File: config.mk
export PLATFORM = sky130hd
export DESIGN_NAME = pec_counter
export DESIGN_NICKNAME = d
export VERILOG_FILES = /design/src/rtl/pec_pkg.sv /design/src/rtl/pec_select.sv /design/src/rtl/pec_qualify.sv /design/src/rtl/pec_accum.sv /design/src/rtl/pec_counter.sv
export SDC_FILE = /design/constraint.sdc
export NUM_CORES = 1
export LEC_CHECK = 0
export BUFFER_PORTS_ARGS = -buffer_cell sky130_fd_sc_hd__buf_2
export CORE_MARGIN = 3
export CORE_UTILIZATION = 35
export DETAILED_ROUTE_END_ITERATION = 8
export HOLD_SLACK_MARGIN = 0.15
export PLACE_DENSITY_LB_ADDON = 0.15
export SLEW_MARGIN = 20
export SYNTH_ARGS = -nofsm -noshare
export SYNTH_HDL_FRONTEND = slang
export SYNTH_SLANG_ARGS = --single-unit
File: constraint.sdc
create_clock -name clk_i -period 6.33 [get_ports clk_i]
set_clock_uncertainty 0.15 [all_clocks]
set_input_delay 0.3165 -clock clk_i [delete_from_list [all_inputs] [get_ports clk_i]]
set_output_delay 0.3165 -clock clk_i [all_outputs]
set_load 0.02 [all_outputs]
File: src/rtl/pec_pkg.sv
package pec_pkg;
  localparam int LANES = 8;

  typedef struct packed {
    logic       en;
    logic       int_en;
    logic       usr;
    logic       os;
    logic       edge_m;
    logic       inv;
    logic [7:0] cmask;
    logic [7:0] umask;
    logic [7:0] code;
  } pec_cfg_t;

  localparam int CFG_W = $bits(pec_cfg_t);
  localparam int SUM_W = $clog2(LANES + 1);
endpackage

File: src/rtl/pec_select.sv
module pec_select
  import pec_pkg::*;
#(
  parameter int NUM_SRC   = 4,
  parameter int CODE_BASE = 16
) (
  input  logic [NUM_SRC*LANES-1:0] lanes_i,
  input  logic [7:0]               code_i,
  input  logic [7:0]               umask_i,
  output logic [SUM_W-1:0]         sum_o
);
  logic [7:0]       rel;
  logic             hit;
  logic [LANES-1:0] sel, masked;

  assign rel = code_i - 8'(CODE_BASE);
  assign hit = (code_i >= 8'(CODE_BASE)) && (rel < 8'(NUM_SRC));

  always_comb begin
    sel = '0;
    for (int k = 0; k < NUM_SRC; k++)
      if (hit && rel == 8'(k)) sel = lanes_i[k*LANES +: LANES];
  end

  assign masked = sel & umask_i;

  always_comb begin
    sum_o = '0;
    for (int b = 0; b < LANES; b++) sum_o = sum_o + SUM_W'(masked[b]);
  end
endmodule

File: src/rtl/pec_qualify.sv
module pec_qualify
  import pec_pkg::*;
(
  input  logic             clk_i,
  input  logic             rst_ni,
  input  logic             cfg_we_i,
  input  logic             en_i,
  input  logic             os_i,
  input  logic             usr_i,
  input  logic             edge_i,
  input  logic             inv_i,
  input  logic [7:0]       cmask_i,
  input  logic [1:0]       priv_i,
  input  logic [SUM_W-1:0] sum_i,
  output logic [SUM_W-1:0] inc_o
);
  logic ge, cond, priv_ok, gate, live, prev_q;

  assign ge      = {{(8-SUM_W){1'b0}}, sum_i} >= cmask_i;
  assign cond    = (cmask_i == '0) ? (sum_i != '0) : (inv_i ? ~ge : ge);
  assign priv_ok = (!os_i && !usr_i) || ((priv_i == 2'd0) ? os_i : usr_i);
  assign gate    = en_i & priv_ok;
  assign live    = gate & cond;

  // previous qualified condition, dropped on reconfiguration
  always_ff @(posedge clk_i or negedge rst_ni)
    if (!rst_ni)       prev_q <= 1'b0;
    else if (cfg_we_i) prev_q <= 1'b0;
    else               prev_q <= live;

  always_comb begin
    if (!gate)                inc_o = '0;
    else if (edge_i)          inc_o = SUM_W'(live & ~prev_q);
    else if (cmask_i == '0)   inc_o = sum_i;
    else                      inc_o = SUM_W'(cond);
  end


  edge_once_chk: assert property (@(posedge clk_i) disable iff (!rst_ni)
    (edge_i && inc_o != '0 && !cfg_we_i) |=> (inc_o == '0));

  thresh_unit_chk: assert property (@(posedge clk_i) disable iff (!rst_ni)
    (cmask_i != '0) |-> (inc_o <= SUM_W'(1)));

  priv_block_chk: assert property (@(posedge clk_i) disable iff (!rst_ni)
    (os_i && !usr_i && priv_i != 2'd0) |-> (inc_o == '0));
endmodule

File: src/rtl/pec_accum.sv
module pec_accum
  import pec_pkg::*;
#(
  parameter int CTR_W = 48
) (
  input  logic             clk_i,
  input  logic             rst_ni,
  input  logic             we_i,
  input  logic [CTR_W-1:0] wdata_i,
  input  logic [SUM_W-1:0] inc_i,
  input  logic             clr_i,
  input  logic             int_en_i,
  output logic [CTR_W-1:0] count_o,
  output logic             ovf_o,
  output logic             irq_o
);
  logic [CTR_W:0] nxt;

  assign nxt = {1'b0, count_o} + (CTR_W+1)'(inc_i);

  always_ff @(posedge clk_i or negedge rst_ni)
    if (!rst_ni) begin
      count_o <= '0;
      ovf_o   <= 1'b0;
    end else begin
      count_o <= we_i ? wdata_i : nxt[CTR_W-1:0];
      ovf_o   <= (~we_i & nxt[CTR_W]) | (ovf_o & ~clr_i);
    end

  assign irq_o = ovf_o & int_en_i;


  sw_load_chk: assert property (@(posedge clk_i) disable iff (!rst_ni)
    we_i |=> (count_o == $past(wdata_i)));

  wrap_rise_chk: assert property (@(posedge clk_i) disable iff (!rst_ni)
    $rose(ovf_o) |-> (count_o < $past(count_o)));

  ovf_clear_chk: assert property (@(posedge clk_i) disable iff (!rst_ni)
    (clr_i && we_i) |=> !ovf_o);
endmodule

File: src/rtl/pec_counter.sv
module pec_counter
  import pec_pkg::*;
#(
  parameter int NUM_SRC   = 4,
  parameter int CODE_BASE = 16,
  parameter int CTR_W     = 48
) (
  input  logic                     clk_i,
  input  logic                     rst_ni,
  input  logic                     cfg_we_i,
  input  logic [CFG_W-1:0]         cfg_wdata_i,
  input  logic                     cnt_we_i,
  input  logic [CTR_W-1:0]         cnt_wdata_i,
  input  logic                     ovf_clr_i,
  input  logic [1:0]               priv_i,
  input  logic [NUM_SRC*LANES-1:0] lanes_i,
  output logic [CTR_W-1:0]         count_o,
  output logic                     ovf_o,
  output logic                     irq_o
);
  pec_cfg_t         cfg_q;
  logic [SUM_W-1:0] sum, inc;

  always_ff @(posedge clk_i or negedge rst_ni)
    if (!rst_ni)       cfg_q <= '0;
    else if (cfg_we_i) cfg_q <= pec_cfg_t'(cfg_wdata_i);

  pec_select #(.NUM_SRC(NUM_SRC), .CODE_BASE(CODE_BASE)) u_sel (
    .lanes_i (lanes_i),
    .code_i  (cfg_q.code),
    .umask_i (cfg_q.umask),
    .sum_o   (sum)
  );

  pec_qualify u_qual (
    .clk_i    (clk_i),
    .rst_ni   (rst_ni),
    .cfg_we_i (cfg_we_i),
    .en_i     (cfg_q.en),
    .os_i     (cfg_q.os),
    .usr_i    (cfg_q.usr),
    .edge_i   (cfg_q.edge_m),
    .inv_i    (cfg_q.inv),
    .cmask_i  (cfg_q.cmask),
    .priv_i   (priv_i),
    .sum_i    (sum),
    .inc_o    (inc)
  );

  pec_accum #(.CTR_W(CTR_W)) u_acc (
    .clk_i    (clk_i),
    .rst_ni   (rst_ni),
    .we_i     (cnt_we_i),
    .wdata_i  (cnt_wdata_i),
    .inc_i    (inc),
    .clr_i    (ovf_clr_i),
    .int_en_i (cfg_q.int_en),
    .count_o  (count_o),
    .ovf_o    (ovf_o),
    .irq_o    (irq_o)
  );


  disabled_hold_chk: assert property (@(posedge clk_i) disable iff (!rst_ni)
    (!cfg_q.en && !cnt_we_i && !cfg_we_i) |=> $stable(count_o));

  code_miss_chk: assert property (@(posedge clk_i) disable iff (!rst_ni)
    (cfg_q.code < 8'(CODE_BASE)) |-> (sum == '0));
endmodule

* After elaboration in Yosys (flattened, before gate mapping)
Index checks and enable logic that the tools add are counted.
Storage, ports and cells: word-level logic and storage cells 64, input bits 117, bits in registers 80, output and inout port bits 50
Operators by class: magnitude comparators 3, bitwise operators 12, reduce and logical (&&, ||, !) cells 13, add/subtract/negate cells 9, mux-type cells 12, equal/unequal tests 3
Operator list (number):
- adder 48 x 4 -> 49 bit | 1
- 2-to-1 mux 48 bit | 1
- 2-to-1 mux 8 bit | 4
- adder 4 x 1 -> 4 bit | 6
- == test 8 x 2 -> 1 bit (second input constant) | 2
- logical NOT 8 bit | 2
- 2-to-1 mux 4 bit | 3
- bitwise AND 8 bit | 1
- == test 8 x 1 -> 1 bit (second input constant) | 1
- >= comparator 4 x 8 -> 1 bit | 1
- >= comparator 8 x 5 -> 1 bit (second input constant) | 1
- less-than comparator 8 x 3 -> 1 bit (second input constant) | 1
- subtractor 8 x 5 -> 8 bit (second input constant) | 1
- logical AND 1 bit | 6
- bitwise AND 1 bit | 5
- bitwise AND 1 x 4 -> 4 bit | 1
- 2-to-1 mux 1 bit | 4
- NOT 1 -> 4 bit | 1
- nonzero test 4 bit | 1
- NOT 1 bit | 3
- adder 1 x 1 -> 2 bit | 1
- logical NOT 1 bit | 2
- logical NOT 2 bit | 1
- logical OR 1 bit | 1
- OR 1 bit | 1

* Depth between registers and ports, before layout
Gate-level depths: netlist of run 1.
depth in word-level cells 27, depth in mapped cells 26, mapped depth without buffers 25

* By module
A second synthesis of run 1 with hierarchy kept.
Second synthesis, totals: cell total of the unflattened synthesis 464, area, all modules 4938.5 um^2
By module, submodules not included:
- pec_accum | sequential area each 1226.2 um^2, cells an instance 328, times used 1, area each 2937.8 um^2
- pec_counter | sequential area each 750.7 um^2, cells an instance 63, times used 1, area each 1234.9 um^2
- pec_select | sequential area each 0.0 um^2, cells an instance 37, times used 1, area each 457.9 um^2
- pec_qualify | sequential area each 25.0 um^2, cells an instance 36, times used 1, area each 307.8 um^2

* Least setup slack after synthesis of run 1
OpenSTA, ideal clock, no wires.
kind flip-flop to flip-flop, start point register cfg_q[5] (netlist bit), end point register u_acc.count_o[44], library setup time 124 ps, cell stages (with the launch flop) 27, data arrival time 6744 ps, required time 6056 ps, setup slack -687 ps, path buffers 1, period minus slack after synthesis 7017 ps, cell sequence dfrtp_1 > or4b_2 > nor3_1 > and3_1 > ha_1 > inv_1 > fa_1 > fa_1 > inv_1 > fa_1 > inv_1 > fa_1 > inv_1 > ha_1 > a21oi_1 > o21ai_0 > a21bo_2 > a2111oi_0 > ha_1 > inv_1 > fa_1 > nor2b_1 > o2111a_1 > nand4_1 > clkbuf_1 > o21a_1 > o31a_1
On the way: longest elaborated chain between the ends 26, elaborated cells between the ends (all ways) 36, classes of those cells add/sub: 9; order compare: 3; eq/ne: 3; mux: 10; bitwise: 4; reduce/logical: 7
Ends and longest elaborated chain:
- from (decl) | RTL line pec_counter.sv:21 | pec_cfg_t cfg_q;
- from (signal assigned) | RTL line pec_counter.sv:26 | else if (cfg_we_i) cfg_q <= pec_cfg_t'(cfg_wdata_i);
- subtractor 8 x 5 -> 8 bit | RTL line pec_select.sv:16 | assign rel = code_i - 8'(CODE_BASE);
- less-than comparator 8 x 3 -> 1 bit | RTL line pec_select.sv:17 | assign hit = (code_i >= 8'(CODE_BASE)) && (rel < 8'(NUM_SRC));
- logical AND 1 bit | RTL line pec_select.sv:17
- logical AND 1 bit | RTL line pec_select.sv:22 | if (hit && rel == 8'(k)) sel = lanes_i[k*LANES +: LANES];
- 2-to-1 mux 8 bit (3 in a row) | RTL line pec_select.sv:22
- 2-to-1 mux 8 bit * | RTL line pec_select.sv:22
- bitwise AND 8 bit * | RTL line pec_select.sv:25 | assign masked = sel & umask_i;
- adder 1 x 1 -> 2 bit | RTL line pec_select.sv:29 | for (int b = 0; b < LANES; b++) sum_o = sum_o + SUM_W'(masked[b]);
- (+7 left out)
- NOT 1 bit | RTL line pec_qualify.sv:20 | assign cond = (cmask_i == '0) ? (sum_i != '0) : (inv_i ? ~ge : ge);
- 2-to-1 mux 1 bit (2 in a row) | RTL line pec_qualify.sv:20
- bitwise AND 1 bit | RTL line pec_qualify.sv:23 | assign live = gate & cond;
- bitwise AND 1 x 4 -> 4 bit | RTL line pec_qualify.sv:33 | else if (edge_i) inc_o = SUM_W'(live & ~prev_q);
- 2-to-1 mux 4 bit * | RTL line pec_qualify.sv:33
- 2-to-1 mux 4 bit * | RTL line pec_qualify.sv:32 | if (!gate) inc_o = '0;
- adder 48 x 4 -> 49 bit * | RTL line pec_accum.sv:19 | assign nxt = {1'b0, count_o} + (CTR_W+1)'(inc_i);
- 2-to-1 mux 48 bit * | RTL line pec_accum.sv:26 | count_o <= we_i ? wdata_i : nxt[CTR_W-1:0];
- to (signal assigned) | RTL line pec_accum.sv:26
- to (decl) | RTL line pec_accum.sv:13 | output logic [CTR_W-1:0] count_o,
Every way passes the cells marked *; elsewhere a longest branch is shown, timed or not. A chain may end at the register's enable or synchronous reset.

* Worst setup path after layout of run 1
start point register cfg_q[3] (netlist bit), end point register u_acc.count_o[36]
The elaborated chain is that of the path after synthesis.

==> results_dict.tcl, run 1 <==
set metrics [dict create \
    setup_slack_ns -0.00821 \
    synth-seq-cells 80 \
    synth_area_leaders "dfrtp_1 43%, mux2_2 6.9%, nand2_1 4.4%, mux4_2 3.8%, o21ai_0 3.6%" \
    synthMuxAreaShare 0.108 \
    syn_area_per_cell_um2 9.91 \
    synth_area_mm2 0.00471 \
    coreArea_mm2 0.0129 \
    grt_max_degree 81 \
    cts_tree "done" \
    synth_compound_area_frac 0.112 \
    pin_count 167 \
    synth-xor-area-share 0.0521 \
    port_buffers 166 \
    cts_buffer_depth 2 \
    root_buffer "clkbuf_16" \
    synth_area_leader_cell "dfrtp_1" \
    fillers 1119 \
    synthDistinctLibCells 56 \
    drt_iter0_markers 142 \
    routedWlPerCell_um 15.5 \
    dpl-instance-area_mm2 0.00582 \
    drive_gt1_frac 0.395 \
    grt_setup_unrepaired "true" \
    cellLeakagePower_nw 3.17 \
    slew-limit-headroom 0.497 \
    timing.hold.ws_ns 0.353 \
    worstPathRequired_ns 6.37 \
    syn_nets 608 \
    path_clk_slew_ns 0.06 \
    hold_viol_final 0 \
    initial_utilization 0.366 \
    h-tree-depth 3 \
    finish.net_count 867 \
    dp_hpwl_mm 9.75 \
    first_global_vias 4705 \
    remaining_drc_errors 0 \
    tightest_slew_ns 0.749 \
    status "complete, but fails checks" \
    overflow 0 \
    ys_seq_area_frac 0.425 \
    synth_fa_ha_area_frac 0.0505 \
    routabilityCongestion 0.771 \
    peakVddDrop_mv 0.111 \
    ys.warnings.count 0 \
    cts_buffers 9 \
    multi_input_area_mm2 0.00284 \
    final_cell_mix "165 x buf_2, 80 x dfrtp_1, 80 x dlygate4sd3_1" \
    area_growth_pct 54.6 \
    die_width_um 122 \
    setup_viol 1 \
    fin_crit_ns 6.34 \
    violations "negative setup slack" \
    power.density_mw_per_mm2 201 \
    drt-total-wl_mm 14.1 \
    synthFlopType "dfrtp_1" \
    seq_area_mm2 0.00200 \
    grt.total_usage 0.191 \
    via_per_inst 5.11 \
    num_vias 4659 \
    synth-simple-area-share 0.220 \
    grt_pass1_wl_mm 22.6 \
    synth_top_family_by_area "simple AND/OR/NAND/NOR gates" \
    design_area_mm2 0.00728 \
    synth_async_sr_flop_share 1.00 \
    cp_common_cell "inv_2" \
    die_h_um 122 \
    critPathSlowestCell "or4b_4" \
    max-cap-violations 0 \
    cp.arrival_ns 6.38 \
    n_antenna_cell 0 \
    dieArea_mm2 0.0149 \
    cp-start-kind "flip-flop" \
    critPathMaxStageDelay_ns 0.55 \
    clk_latency_ns 0.34 \
    synth_edf_count 0 \
    firstDrtPassIters 4 \
    period_share 1.00 \
    synth_top_area_frac 0.425 \
    grt_antenna_before_repair 0 \
    slew_viol_final 0 \
    tns_ns -0.00821 \
    worstSetupPathType "reg2reg" \
    endpoint_kind "flip-flop" \
    hold_path_class "reg2reg" \
    max_freq_mhz 158 \
    final_common_cell "buf_2" \
    synthCells 475 \
    cts.sinks 80 \
    path_max_fanout 7 \
    num_rows 41 \
    dp_worst_setup_slack_ns -0.128 \
    ant_nets 0 \
]
power breakdown:
part | total [mW] | leakage [nW] | internal [mW] | switching [mW]
logic | 0.308 | 2.07 | 0.158 | 0.150
registers | 0.615 | 0.948 | 0.560 | 0.0545
clock network | 0.538 | 0.153 | 0.328 | 0.210
total | 1.46 | 3.17 | 1.05 | 0.414
metal layers:
layer / vias up / track usage / part of all wire
met5: - / 0 / 0
met4: 0 / 0.0623 / 0.015
met3: 15 / 0.0330 / 0.034
met2: 111 / 0.327 / 0.50
met1: 2270 / 0.247 / 0.45
li1: 2263 / - / -
path summary, 6_finish.rpt:
path | start | to | slack [ns] | cells after the start
min | cfg_q[28]$_DFFE_PN0P_ | cfg_q[28]$_DFFE_PN0P_ | 0.35 | 1
max | cfg_q[3]$_DFFE_PN0P_ | u_acc.count_o[36]$_DFF_PN0_ | -0.008 | 28
max reg2reg | cfg_q[3]$_DFFE_PN0P_ | u_acc.count_o[36]$_DFF_PN0_ | -0.008 | 28
max in group asynchronous | rst_ni | u_acc.count_o[4]$_DFF_PN0_ | 5.08 | 2
min in group asynchronous | rst_ni | cfg_q[13]$_DFFE_PN0P_ | 0.46 | 2
min reg2reg | cfg_q[28]$_DFFE_PN0P_ | cfg_q[28]$_DFFE_PN0P_ | 0.35 | 1
synthesized netlist by cell type, types with 2 or more instances:
| master | n |
|---|---|
| a221o_1 | 3 |
| o211ai_1 | 2 |
| or2_2 | 2 |
| xor2_1 | 12 |
| mux4_2 | 8 |
| nand2b_1 | 5 |
| nor3b_1 | 2 |
| a21oi_1 | 5 |
| o31ai_1 | 4 |
| buf_2 | 3 |
| nand3_1 | 26 |
| and3_1 | 9 |
| o21ai_0 | 34 |
| a31oi_1 | 10 |
| dfrtp_1 | 80 |
| o21ai_1 | 8 |
| xnor2_1 | 16 |
| ha_1 | 11 |
| or4_1 | 6 |
| nor4_1 | 10 |
| and2_1 | 3 |
| inv_1 | 17 |
| nor2b_1 | 3 |
| or3_1 | 8 |
| nand2_1 | 55 |
| and4_1 | 8 |
| nor3_1 | 11 |
| mux2_2 | 29 |
| nor4_2 | 3 |
| clkbuf_1 | 15 |
| a211oi_1 | 3 |
| buf_1 | 2 |
| nand4_1 | 12 |
| nor2_1 | 22 |
| o31a_1 | 2 |
| fa_1 | 5 |
| o21a_1 | 2 |
repair_timing:
action | in CTS | in global routing
buffers inserted | 7 | 3
hold endpoints to repair | 159 | 0
resized for setup | 19 | 35
hold buffers | 80 | 0
pin swaps | 10 | 19
endpoints found under the setup margin | 16 | 45
cells by family after synthesis:
logic type,after synthesis
and+or+nand+nor,191
muxes,37
xor gates and xnor gates,28
DFF,80
buffers and inverters,39
adders and majority gates,16
AOI/OAI and AO/OA,84
registers in the layout, summed over array words and instances, names as in the netlist:
register / cells
cfg_q: 30
u_acc.count_o: 48
u_acc.ovf_o: 1
u_qual.prev_q: 1
critical path, delay by kind of cell, from the launching register on:
family / cells / cell delay (ns)
fa+ha+maj: 8 / 2.67
simple gates: 5 / 1.19
flops: 1 / 0.38
compound gates: 7 / 1.08
buf+inv: 8 / 0.71
per-stage QoR:
stage / instances / power (mW) / utilization
3_5_place_dp: 806 / 0.880 / 0.452
3_3_place_gp: 806 / 0.873 / 0.452
2_1_floorplan: 475 / 0.765 / -
6_report: 911 / 1.46 / 0.565
5_1_grt: 911 / 1.54 / 0.565
4_1_cts: 908 / 1.47 / 0.547
final cells by class:
cell class | count | share of cell area
multi-input cells | 356 | 0.391
flip-flops and latches | 80 | 0.275
repair buffers | 269 | 0.253
clock buffers | 12 | 0.0352
well taps | 172 | 0.0296
inverters | 18 | 0.00928
clock inverters | 4 | 0.00722
No activity file was read; power rests on OpenSTA's default activity.
==> run 2: changes to the inputs <==
Settings changed: SETUP_SLACK_MARGIN from default to 0.02.
==> run 2 against run 1 <==
Sequential power barely moved; power increased by 0.15%; sequential cell count unchanged; hold slack barely moved; highest routed layer unchanged; die area unchanged; largest cell class unchanged; combinational power about the same; the flow still finishes with violations (negative setup slack); critical path type unchanged; sequential share of layout area fell by 0.071 points.
==> results_dict.tcl, run 2 (synthesized netlist as in run 1, its figures left out) <==
set metrics [dict create \
    status "complete, but fails checks" \
    violations "negative setup slack" \
    n_antenna_cell 0 \
    drt_iter0_markers 149 \
    grt_antenna_before_repair 0 \
    cp.arrival_ns 6.38 \
    slew_viol_final 0 \
    utilization 0.567 \
    dieArea_mm2 0.0149 \
    routabilityCongestion 0.771 \
    fillers 1126 \
    hold_viol_final 0 \
    grt.total_usage 0.192 \
    seq_area_mm2 0.00200 \
    worstPathRequired_ns 6.37 \
    max-cap-violations 0 \
    cts_buffers 9 \
    path_max_fanout 7 \
    num_rows 41 \
    worstSetupPathType "reg2reg" \
    dp_cells 806 \
    h-tree-depth 3 \
    ant_nets 0 \
    coreArea_mm2 0.0129 \
    via_per_inst 5.11 \
    overflow 0 \
    max_freq_mhz 158 \
    die_h_um 122 \
    cp-start-kind "flip-flop" \
    power.density_mw_per_mm2 200 \
    peakVddDrop_mv 0.111 \
    tightest_slew_ns 0.735 \
    design_area_mm2 0.00730 \
    pin_count 167 \
    slew-limit-headroom 0.507 \
    multi_input_area_mm2 0.00285 \
    routedWlPerCell_um 15.5 \
    largestRegisters "u_acc.count_o x48, cfg_q x30" \
    initial_utilization 0.366 \
    grt_max_degree 81 \
    cp_common_cell "inv_2" \
    top_register "u_acc.count_o" \
    path_clk_slew_ns 0.06 \
    timing.hold.ws_ns 0.353 \
    first_global_vias 4722 \
    setup_viol 1 \
    cellLeakagePower_nw 3.18 \
    endpoint_kind "flip-flop" \
    final_common_cell "buf_2" \
    total_power_mw 1.46 \
    cts_buffer_depth 2 \
    drt-total-wl_mm 14.1 \
    cts.sinks 80 \
    setup_slack_ns -0.00251 \
    num_vias 4656 \
    root_buffer "clkbuf_16" \
    finalNonFillerCells 912 \
    cts_tree "done" \
    period_share 1.00 \
    final_cell_mix "165 x buf_2, 80 x dfrtp_1, 80 x dlygate4sd3_1" \
    critPathSlowestCell "or4b_4" \
    grt_pass1_wl_mm 22.8 \
    port_buffers 166 \
    die_width_um 122 \
    finish.net_count 868 \
    critPathMaxStageDelay_ns 0.55 \
    hold_path_class "reg2reg" \
    fin_crit_ns 6.33 \
    remaining_drc_errors 0 \
    area_growth_pct 55.0 \
    clk_latency_ns 0.34 \
    drive_gt1_frac 0.399 \
    grt_setup_unrepaired "true" \
    dp_hpwl_mm 9.75 \
    dpl-instance-area_mm2 0.00582 \
    firstDrtPassIters 4 \
    largest_register_ffs 48 \
]
run 2: cell count changes in the layout (fill, tap and decap cells not counted), sizes merged:
cell	delta
buf	+1
run 2: final timing paths:
| check | from | endpoint | slack (ns) | depth (start not counted) |
|---|---|---|---|---|
| setup reg to reg | cfg_q[3]$_DFFE_PN0P_ | u_acc.count_o[36]$_DFF_PN0_ | -0.003 | 28 |
| min in group asynchronous | rst_ni | cfg_q[13]$_DFFE_PN0P_ | 0.45 | 2 |
| hold reg to reg | cfg_q[28]$_DFFE_PN0P_ | cfg_q[28]$_DFFE_PN0P_ | 0.35 | 1 |
| setup / recovery | cfg_q[3]$_DFFE_PN0P_ | u_acc.count_o[36]$_DFF_PN0_ | -0.003 | 28 |
| hold / removal | cfg_q[28]$_DFFE_PN0P_ | cfg_q[28]$_DFFE_PN0P_ | 0.35 | 1 |
| max in group asynchronous | rst_ni | u_acc.count_o[4]$_DFF_PN0_ | 5.09 | 2 |
run 2: area by class of cell:
type	count	area share
flip-flops and latches	80	0.274
clock inverters	4	0.00720
inverters	18	0.00926
repair buffers	270	0.253
clock buffers	12	0.0352
multi-input cells	356	0.391
well taps	172	0.0295
run 2: power by group:
part	total [mW]	leakage [nW]	internal, mW	switching [mW]
clock network	0.540	0.153	0.328	0.212
logic	0.308	2.08	0.158	0.150
registers	0.614	0.948	0.560	0.0544
total	1.46	3.18	1.05	0.416
run 2: critical path, delay by kind of cell (launching register included):
family	cells	cell delay (ns)
and+or+nand+nor	5	1.19
buffers and inverters	8	0.71
DFF	1	0.38
AOI/OAI and AO/OA	7	1.06
adders and majority gates	8	2.67
run 2: metrics by stage:
step / setup TNS, ns / setup WS (ns)
after floorplan: -0.0943 / -0.0389
after global placement: -0.140 / -0.0251
after detailed placement: -0.858 / -0.128
after CTS: -0.0270 / -0.0174
after global routing: -4.54 / -0.307
final: -0.00251 / -0.00251
run 2: routing by layer:
metal / global-route usage / vias up / part of all wire / wire length, um
met3: 0.0325 / 14 / 0.033 / 462
li1: - / 2259 / - / -
met1: 0.247 / 2282 / 0.45 / 6310
met2: 0.331 / 101 / 0.51 / 7170
met4: 0.0623 / 0 / 0.014 / 195
met5: 0 / - / 0 / 0
run 2: what timing repair did:
item / in CTS / in global routing
resized for setup: 22 / 35
hold buffers: 80 / 0
setup endpoints to repair: 16 / 45
pin swaps: 12 / 25
buffers inserted: 7 / 4
endpoints found under the hold margin: 159 / 0
cloned: 0 / 0
==> run 3: changes to the inputs <==
Settings changed: CORE_UTILIZATION 35 to 30, REMOVE_ABC_BUFFERS from default to 1.
==> run 3 against run 2 <==
Routed wire length is 3.7% higher; the run still ends with negative setup slack left; sequential cell count is the same; fmax decreased by 0.85%; global-route usage shrank 2.1 points; setup slack worse by 0.054 ns; sequential power barely moved.
==> results_dict.tcl, run 3 (synthesized netlist as in run 1, its figures left out) <==
set metrics [dict create \
    firstDrtPassIters 4 \
    setup_viol 8 \
    final_common_cell "buf_2" \
    grt_setup_unrepaired "true" \
    root_buffer "clkbuf_16" \
    grt_pass1_wl_mm 24.1 \
    port_buffers 166 \
    grt_max_degree 77 \
    via_per_inst 4.85 \
    coreArea_mm2 0.0153 \
    fin_crit_ns 6.39 \
    overflow 0 \
    clk_latency_ns 0.35 \
    h-tree-depth 3 \
    dp_cells 853 \
    dieArea_mm2 0.0172 \
    slew-limit-headroom 0.497 \
    die_width_um 131 \
    drt-total-wl_mm 14.7 \
    critPathSlowestCell "or4b_4" \
    num_rows 45 \
    ant_nets 0 \
    total_power_mw 1.46 \
    cts.sinks 80 \
    largest_register_ffs 48 \
    tns_ns -0.157 \
    max_freq_mhz 157 \
    hold_viol_final 0 \
    initial_utilization 0.308 \
    finalNonFillerCells 960 \
    violations "negative setup slack" \
    grt_antenna_before_repair 0 \
    pin_count 167 \
    grt.total_usage 0.171 \
    first_global_vias 4906 \
    cp.arrival_ns 6.44 \
    path_max_fanout 6 \
    cp_common_cell "inv_2" \
    dp_hpwl_mm 10.5 \
    worstPathRequired_ns 6.38 \
    area_growth_pct 56.5 \
    num_vias 4655 \
    final_cell_mix "165 x buf_2, 80 x dfrtp_1, 80 x dlygate4sd3_1" \
    die_h_um 131 \
    largestRegisters "u_acc.count_o x48, cfg_q x30" \
    remaining_drc_errors 0 \
    setup_slack_ns -0.0568 \
    endpoint_kind "flip-flop" \
    top_register "u_acc.count_o" \
    tightest_slew_ns 0.749 \
    cellLeakagePower_nw 3.22 \
    hold_path_class "in2async" \
    period_share 1.01 \
    peakVddDrop_mv 0.121 \
    path_clk_slew_ns 0.06 \
    cts_buffer_depth 2 \
    finish.net_count 877 \
    max-cap-violations 0 \
    drive_gt1_frac 0.402 \
    utilization 0.483 \
    drt_iter0_markers 182 \
    cts_buffers 9 \
    routabilityCongestion 0.829 \
    status "complete, but fails checks" \
    critPathMaxStageDelay_ns 0.55 \
    n_antenna_cell 0 \
    cp-start-kind "flip-flop" \
    cts_tree "done" \
    slew_viol_final 0 \
    power.density_mw_per_mm2 198 \
    routedWlPerCell_um 15.3 \
    worstSetupPathType "reg2reg" \
]
run 3: critical path: cells and delay by family (launching register included):
family          cells  cell delay, ns
simple gates        5            1.19
buf+inv             8            0.71
compound gates      7            1.07
flops               1            0.38
fa+ha+maj           8            2.77
run 3: timing repair:
| item | in CTS | in global routing |
|---|---|---|
| pin swaps | 26 | 36 |
| buffers inserted | 10 | 3 |
| endpoints found under the setup margin | 45 | 44 |
| hold buffers | 80 | 0 |
| gates cloned | 1 | 0 |
| gates resized for setup | 34 | 35 |
| endpoints found under the hold margin | 114 | 0 |
run 3: routing by layer:
| metal | vias to the layer above | global-route usage | wire length, um |
|---|---|---|---|
| met5 | - | 0 | 0 |
| met2 | 97 | 0.297 | 7350 |
| met1 | 2267 | 0.215 | 6460 |
| met4 | 0 | 0.0438 | 192 |
| met3 | 13 | 0.0402 | 648 |
| li1 | 2278 | - | - |
run 3: final timing paths:
kind / startpoint / endpoint / slack, ns / cells past startpoint
min reg2reg: cfg_q[28]$_DFFE_PN0P_ / cfg_q[28]$_DFFE_PN0P_ / 0.35 / 1
max reg2reg: cfg_q[5]$_DFFE_PN0P_ / u_acc.count_o[38]$_DFF_PN0_ / -0.06 / 28
max: cfg_q[5]$_DFFE_PN0P_ / u_acc.count_o[38]$_DFF_PN0_ / -0.06 / 28
max in group asynchronous: rst_ni / cfg_q[2]$_DFFE_PN0P_ / 4.71 / 3
min in group clk_i: cfg_q[28]$_DFFE_PN0P_ / cfg_q[28]$_DFFE_PN0P_ / 0.35 / 1
min: rst_ni / u_acc.count_o[46]$_DFF_PN0_ / 0.33 / 2
run 3: power breakdown:
part,switching [mW],internal [mW],leakage [nW]
clock network,0.211,0.326,0.150
logic,0.150,0.157,2.12
registers,0.0541,0.560,0.948
total,0.415,1.04,3.22
run 3: cell type report:
type	count	area, um^2
clock inverter	3	40.0
timing repair buffer	279	1900
fill	1477	7890
clock buffer	13	260
inverter	18	67.6
sequential	80	2000
tap	211	264
multi-input combinational	356	2830
run 3: stage by stage:
step                      setup WS, ns  instance area (um^2)  hold WS (ns)
after floorplan                 -0.697                  4620        -0.129
after global placement          -0.685                  5890         0.168
after detailed placement        -0.871                  5890         0.176
after CTS                       -0.224                  7210         0.347
after global routing            -0.350                  7370         0.378
final                          -0.0568                  7370         0.328
